$ cat config.mk
export PLATFORM = sky130hd
export DESIGN_NAME = fcmp_top
export DESIGN_NICKNAME = d
export VERILOG_FILES = /design/src/rtl/fcmp_pkg.sv /design/src/rtl/fcmp_classify.sv /design/src/rtl/fcmp_order.sv /design/src/rtl/fcmp_stage.sv /design/src/rtl/fcmp_top.sv
export SDC_FILE = /design/constraint.sdc
export NUM_CORES = 1
export LEC_CHECK = 0
export BUFFER_PORTS_ARGS = -buffer_cell sky130_fd_sc_hd__clkbuf_2
export CAP_MARGIN = 20
export CORE_MARGIN = 2
export CORE_UTILIZATION = 45
export DETAILED_ROUTE_END_ITERATION = 6
export PLACE_DENSITY_LB_ADDON = 0.2
export SLEW_MARGIN = 20
export SYNTH_ARGS = -nofsm -noshare
export SYNTH_HDL_FRONTEND = slang
export SYNTH_SLANG_ARGS = --single-unit
$ cat constraint.sdc
create_clock -name clk -period 1.8 [get_ports clk]
set_input_delay 0.09 -clock clk [delete_from_list [all_inputs] [get_ports clk]]
set_output_delay 0.09 -clock clk [all_outputs]
set_load 0.01 [all_outputs]
$ cat src/rtl/fcmp_pkg.sv
package fcmp_pkg;
  typedef struct packed {
    logic lt;
    logic eq;
    logic gt;
    logic un;
  } fcmp_flags_t;
endpackage

$ cat src/rtl/fcmp_classify.sv
// Spots NaN and zero from the magnitude bits of one operand.
module fcmp_classify #(
  parameter int EXP_W = 8,
  parameter int MAN_W = 23,
  localparam int MAG_W = EXP_W + MAN_W
) (
  input  logic [MAG_W-1:0] mag,
  output logic             is_nan,
  output logic             is_zero
);
  logic [EXP_W-1:0] expo;
  logic [MAN_W-1:0] frac;

  assign expo    = mag[MAG_W-1 -: EXP_W];
  assign frac    = mag[MAN_W-1:0];
  assign is_nan  = (&expo) && (|frac);
  assign is_zero = ~|mag;
endmodule

$ cat src/rtl/fcmp_order.sv
// One unsigned magnitude compare, corrected for sign, zero and NaN.
module fcmp_order
  import fcmp_pkg::*;
#(
  parameter int W = 32
) (
  input  logic [W-1:0]  a,
  input  logic [W-1:0]  b,
  input  logic          a_nan,
  input  logic          b_nan,
  input  logic          a_zero,
  input  logic          b_zero,
  output fcmp_flags_t   flags
);
  logic mag_lt;
  logic mag_eq;
  logic sa;
  logic sb;

  assign mag_lt = a[W-2:0] < b[W-2:0];
  assign mag_eq = a[W-2:0] == b[W-2:0];
  assign sa     = a[W-1];
  assign sb     = b[W-1];

  always_comb begin
    flags = '0;
    if (a_nan || b_nan) begin
      flags.un = 1'b1;
    end else if (a_zero && b_zero) begin
      flags.eq = 1'b1;
    end else if (sa != sb) begin
      flags.lt = sa;
      flags.gt = sb;
    end else if (mag_eq) begin
      flags.eq = 1'b1;
    end else if (sa) begin
      flags.lt = ~mag_lt;
      flags.gt = mag_lt;
    end else begin
      flags.lt = mag_lt;
      flags.gt = ~mag_lt;
    end
  end
endmodule

$ cat src/rtl/fcmp_stage.sv
// Single result register with valid/ready on both sides.
module fcmp_stage
  import fcmp_pkg::*;
(
  input  logic        clk,
  input  logic        rst_n,
  input  logic        in_valid,
  output logic        in_ready,
  input  fcmp_flags_t d,
  output logic        out_valid,
  input  logic        out_ready,
  output fcmp_flags_t q
);
  assign in_ready = ~out_valid | out_ready;

  always_ff @(posedge clk) begin
    if (!rst_n) begin
      out_valid <= 1'b0;
      q         <= '0;
    end else if (in_valid && in_ready) begin
      out_valid <= 1'b1;
      q         <= d;
    end else if (out_ready) begin
      out_valid <= 1'b0;
    end
  end
endmodule

$ cat src/rtl/fcmp_top.sv
module fcmp_top
  import fcmp_pkg::*;
#(
  parameter int EXP_W = 8,
  parameter int MAN_W = 23,
  localparam int W = 1 + EXP_W + MAN_W
) (
  input  logic         clk,
  input  logic         rst_n,
  input  logic         in_valid,
  output logic         in_ready,
  input  logic [W-1:0] op_a,
  input  logic [W-1:0] op_b,
  output logic         out_valid,
  input  logic         out_ready,
  output logic         lt,
  output logic         eq,
  output logic         gt,
  output logic         un
);
  logic [W-1:0] ops [2];
  logic [1:0]   nan_v;
  logic [1:0]   zero_v;
  fcmp_flags_t  comb_flags;
  fcmp_flags_t  reg_flags;

  assign ops[0] = op_a;
  assign ops[1] = op_b;

  for (genvar i = 0; i < 2; i++) begin : g_cls
    fcmp_classify #(.EXP_W(EXP_W), .MAN_W(MAN_W)) u_cls (
      .mag     (ops[i][W-2:0]),
      .is_nan  (nan_v[i]),
      .is_zero (zero_v[i])
    );
  end

  fcmp_order #(.W(W)) u_order (
    .a      (op_a),
    .b      (op_b),
    .a_nan  (nan_v[0]),
    .b_nan  (nan_v[1]),
    .a_zero (zero_v[0]),
    .b_zero (zero_v[1]),
    .flags  (comb_flags)
  );

  fcmp_stage u_stage (
    .clk       (clk),
    .rst_n     (rst_n),
    .in_valid  (in_valid),
    .in_ready  (in_ready),
    .d         (comb_flags),
    .out_valid (out_valid),
    .out_ready (out_ready),
    .q         (reg_flags)
  );

  assign lt = reg_flags.lt;
  assign eq = reg_flags.eq;
  assign gt = reg_flags.gt;
  assign un = reg_flags.un;
endmodule

======== After elaboration in Yosys (flattened, before gate mapping) ========
Cells that the tools add are included.
storage, ports and cells
  register bits after elaboration ......... 5
  logic and storage cells ................. 40
cells by class
  $lt $le $gt $ge ......................... 1
  equal/unequal tests ..................... 2
  mux-type cells .......................... 15
  bitwise gates (word level) .............. 3
  reductions and logical operators ........ 14
operators with widths
  operator           count
  $reduce_or 31->1   2
  $reduce_or 23->1   2
  $eq 31x31->1       1
  $lt 31x31->1       1
  $reduce_and 8->1   2
  $mux 1             14
  $logic_and 1x1->1  4
  $mux 3             1
  $logic_not 1->1    2
  $not 1->1          2
  $reduce_bool 2->1  1
  $logic_or 1x1->1   1
  $ne 1x1->1         1
  $or 1x1->1         1

======== Depth between registers and ports, before layout ========
  depth in word-level cells ............... 7
  depth in mapped cells ................... 8

======== Hierarchy ========
Synthesis repeated with hierarchy kept, for this count alone.
second synthesis, totals
  cell total of the unflattened synthesis .. 178
  area total of the unflattened synthesis .. 1308.8 µm²
modules (own cells, without submodules)
  module         times used  cells an instance  area an instance (µm²)  sequential area each (µm²)
  fcmp_order     1           123                879.6                   0.0
  fcmp_stage     1           23                 224.0                   100.1
  fcmp_classify  2           16                 102.6                   0.0

======== Worst setup path before layout ========
No wires, ideal clock.
  path kind ............................... in2reg
  start ................................... input port op_b[18]
  end ..................................... register u_stage.q[1] (netlist name)
  arrival time ............................ 1412 ps
  required time ........................... 1673 ps
  path slack .............................. 261 ps
  cell stages on the path ................. 7
  cells stage by stage .................... inv_1 -> ha_1 -> nand4_1 -> nor4_1 -> a21bo_2 -> a21boi_0 -> o211ai_1
between the ends
  word-level cells in the longest chain between the ends .. 7
  elaborated cells between the ends (all ways) .. 14
  classes of those cells .................. 1 x order compare; 1 x eq/ne; 5 x mux; 1 x bitwise; 6 x reduce/logical
ends and longest elaborated chain
  item                  line              RTL
  start, declared       fcmp_top.sv:13    input logic [W-1:0] op_b,
  $lt 31x31->1          fcmp_order.sv:20  assign mag_lt = a[W-2:0] < b[W-2:0];
  $not 1->1             fcmp_order.sv:41  flags.gt = ~mag_lt;
  $mux 1                fcmp_order.sv:36  end else if (sa) begin
  $mux 1                fcmp_order.sv:34  end else if (mag_eq) begin
  $mux 1                fcmp_order.sv:31  end else if (sa != sb) begin
  $mux 1                fcmp_order.sv:29  end else if (a_zero && b_zero) begin
  $mux 3 (*)            fcmp_order.sv:27  if (a_nan || b_nan) begin
  end signal, assigned  fcmp_stage.sv:19  q <= '0;
  end signal, assigned  fcmp_stage.sv:22  q <= d;
  end, declared         fcmp_stage.sv:12  output fcmp_flags_t q
Every way passes the cells marked *; elsewhere a longest branch is shown, timed or not.
A chain may end at the register's enable or synchronous reset.

======== Final worst setup path ========
  start ................................... input port op_b[10]
  end ..................................... register u_stage.q[3] (netlist name)
between the ends
  word-level cells in the longest chain between the ends .. 7
  elaborated cells between the ends (all ways) .. 14
  classes of those cells .................. 1 x order compare; 1 x eq/ne; 5 x mux; 1 x bitwise; 6 x reduce/logical
ends and longest elaborated chain
  item          line              RTL
  $lt 31x31->1  fcmp_order.sv:20
  $not 1->1     fcmp_order.sv:37  flags.lt = ~mag_lt;
  $mux 1        fcmp_order.sv:36
  $mux 1        fcmp_order.sv:34
  $mux 1        fcmp_order.sv:31
  $mux 1        fcmp_order.sv:29
  $mux 3 (*)    fcmp_order.sv:27
Marks and branches as above.

==> impl_metrics.py <==
metrics = {
    "status": {
        "outcome": "complete, no violations",
    },
    "sta": {
        "slew_headroom": 0.702,
        "period_minus_slack_ns": 1.66,
        "fin_crit_sh": 0.924,
        "fin_skew_ns": 0.00687,
        "setup_tns_ns": 0,
        "fmax_ghz": 0.601,
        "worst_pin_slew_ns": 0.444,
        "report.final.slew_viol_count": 0,
        "timing.final.ws_setup_ns": 0.136,
        "setup_violations": 0,
        "rsz0062_at_grt": "no",
        "finalHoldViolations": 0,
    },
    "pwr": {
        "peakVddDrop_mv": 0.578,
        "p_leak_nw": 0.957,
        "power_density_nw_per_um2": 333,
    },
    "finish": {
        "final_layout_size_suffix_gt1_frac": 0.363,
        "final_cell_mix": "73 x clkbuf_2, 33 x inv_1, 31 x ha_1, 15 x nand4_1, 14 x nor4_1",
        "fin_util": 0.642,
        "finalNonFillerCells": 287,
        "fin_area_sq_um": 1770,
        "nNetsFinal": 356,
        "final_common_cell": "clkbuf_2",
        "area_growth_pct": 35.1,
        "n_antenna_cell": 0,
    },
    "clocking": {
        "cts_setup_buffers": 0,
        "postCtsHoldBufs": 0,
        "numCtsBuffers": 3,
        "cts_sinks": 5,
        "cts_tree": "built",
        "clk_path_buf_depth": 2,
        "root_buffer": "clkbuf_4",
        "cts_resized": 0,
        "htreeDepth": 1,
        "insertion_delay_ns": 0.26,
        "clkSlewWorstSetupHoldPaths_ns": 0.05,
    },
    "setup_path": {
        "cp.arrival_ns": 1.80,
        "critPathRequiredTime_ns": 1.93,
        "critPathMaxFanout": 3,
        "criticalPathCategory": "input pin to flip-flop",
        "cp_slowest_cell": "a221oi_1",
        "worstSetupEndpointType": "flip-flop",
        "worstPathCellList": "clkbuf_2, inv_1, ha_1, a21oi_1, o21ai_1, a221oi_1, a21boi_0, o211ai_2, o311ai_2",
        "worst_setup_path_start_kind": "input pin",
        "slowest_delay_ns": 0.43,
    },
    "drt": {
        "vias": 1595,
        "drt_iter0_drc": 33,
        "avgViaCountPerCell": 5.56,
        "antenna_left": 0,
        "wl_per_cell_microns": 12.6,
        "routed_wl_microns": 3630,
        "firstDrtPassIters": 4,
        "drc": 0,
    },
    "synth": {
        "synth_top_cell_by_area": "ha_1",
        "ys.flop_type": "dfxtp_1",
        "syn_inst": 175,
        "syn-cell-area_sq_um": 1310,
        "yosysSeqAreaShare": 0.0763,
        "synth_area_leaders": "ha_1 30%, inv_1 9.4%, dfxtp_1 7.6%",
        "post_synth.cell_area_avg_sq_um": 7.49,
        "synth_warnings": 0,
        "synth-async-reset-ratio": 0,
        "ys_seq_elements": 5,
        "yosysTopAreaCellShare": 0.296,
        "synth-edff-count": 0,
        "syn_nets": 274,
        "ys_types": 34,
    },
    "grt": {
        "grt_pass1_wl_microns": 6150,
        "antenna_found_initial": 0,
        "grt_use_total": 0.229,
        "grt_overflow": 0,
        "grt_max_degree": 7,
        "grt_pass1_vias": 1520,
    },
    "floorplanning": {
        "io-pin-count": 74,
        "coreArea_sq_um": 2760,
        "die_h_microns": 58.0,
        "die-area_sq_um": 3360,
        "initial_core_util": 0.475,
        "die_w_microns": 58.0,
        "rows": 19,
    },
    "place": {
        "dp_hpwl_microns": 3330,
        "detailedPlace.worstSlack_ns": -0.111,
        "place_area_sq_um": 1750,
        "place.gp.congestion": 0.805,
        "portBuffers": 73,
        "placed_cells": 283,
    },
    "job": {
        "drv_cap": 0,
    },
    "hold_path": {
        "hold_class": "input pin to flip-flop",
    },
}
==> logic make-up (layout without fill, tap and decap cells) <==
kind of cell,count (synthesis),in the layout,synth area share
and+or+nand+nor,67,67,0.319
AOI/OAI and AO/OA,38,38,0.208
buffers and inverters,33,114,0.0945
adders and majority gates,31,31,0.296
DFF,5,5,0.0763
xor gates and xnor gates,1,1,0.00668
==> routing by layer <==
layer  track usage  wire, microns  vias to the layer above
met2         0.417           1720                       46
met5             0              0                        -
met1         0.289           1700                      712
met4        0.0498             20                        0
met3        0.0246            189                        2
li1              -              -                      835
==> worst max-delay path: cells and delay by family <==
kind,cells,cell delay (ns)
buf+inv,2,0.13
compound gates,6,1.26
fa+ha+maj,1,0.31
==> synth_stat cells, drive strengths merged, types with 2 or more instances <==
cell type,count
inv,33
ha,31
nor4,18
nand4,16
a21oi,13
nand2,12
o21ai,8
nand3,6
dfxtp,5
a21boi,4
nor2,4
a221oi,3
nor3,3
o211ai,3
and4,2
nand2b,2
==> where the power goes <==
part | internal (W) | switching (W)
logic | 0.000154 | 0.000175
clock network | 0.0000843 | 0.0000547
registers | 0.000118 | 0.00000416
==> sequential cells by signal, indices dropped and copies added (netlist names) <==
| register | count |
|---|---|
| u_stage.q | 4 |
| u_stage.out_valid | 1 |
==> cell type report <==
class | instances | area (sq um)
Fill cell | 275 | 986
Timing Repair Buffer | 77 | 395
Clock buffer | 4 | 26.3
Tap cell | 31 | 38.8
Inverter | 33 | 124
Multi-Input combinational cell | 137 | 1090
Sequential cell | 5 | 100
==> metrics by stage <==
step | power [W] | hold slack, ns
floorplan | 0.000301 | 0.212
global placement | 0.000448 | 0.355
detailed placement | 0.000452 | 0.358
CTS | 0.000593 | 0.0953
global route | 0.000645 | 0.131
finish | 0.000590 | 0.0949
==> path summary, 6_finish.rpt <==
path                             startpoint                        endpoint  slack [ns]  depth (start not counted)
max                                op_b[10]       u_stage.q[3]$_SDFFE_PN0P_        0.14                          9
min reg2reg       u_stage.q[1]$_SDFFE_PN0P_       u_stage.q[1]$_SDFFE_PN0P_        0.51                          2
max reg2reg  u_stage.out_valid$_SDFFE_PN0P_       u_stage.q[3]$_SDFFE_PN0P_        0.55                          5
min                                in_valid  u_stage.out_valid$_SDFFE_PN0P_        0.09                          3
No activity file was read; power rests on OpenSTA's default activity.
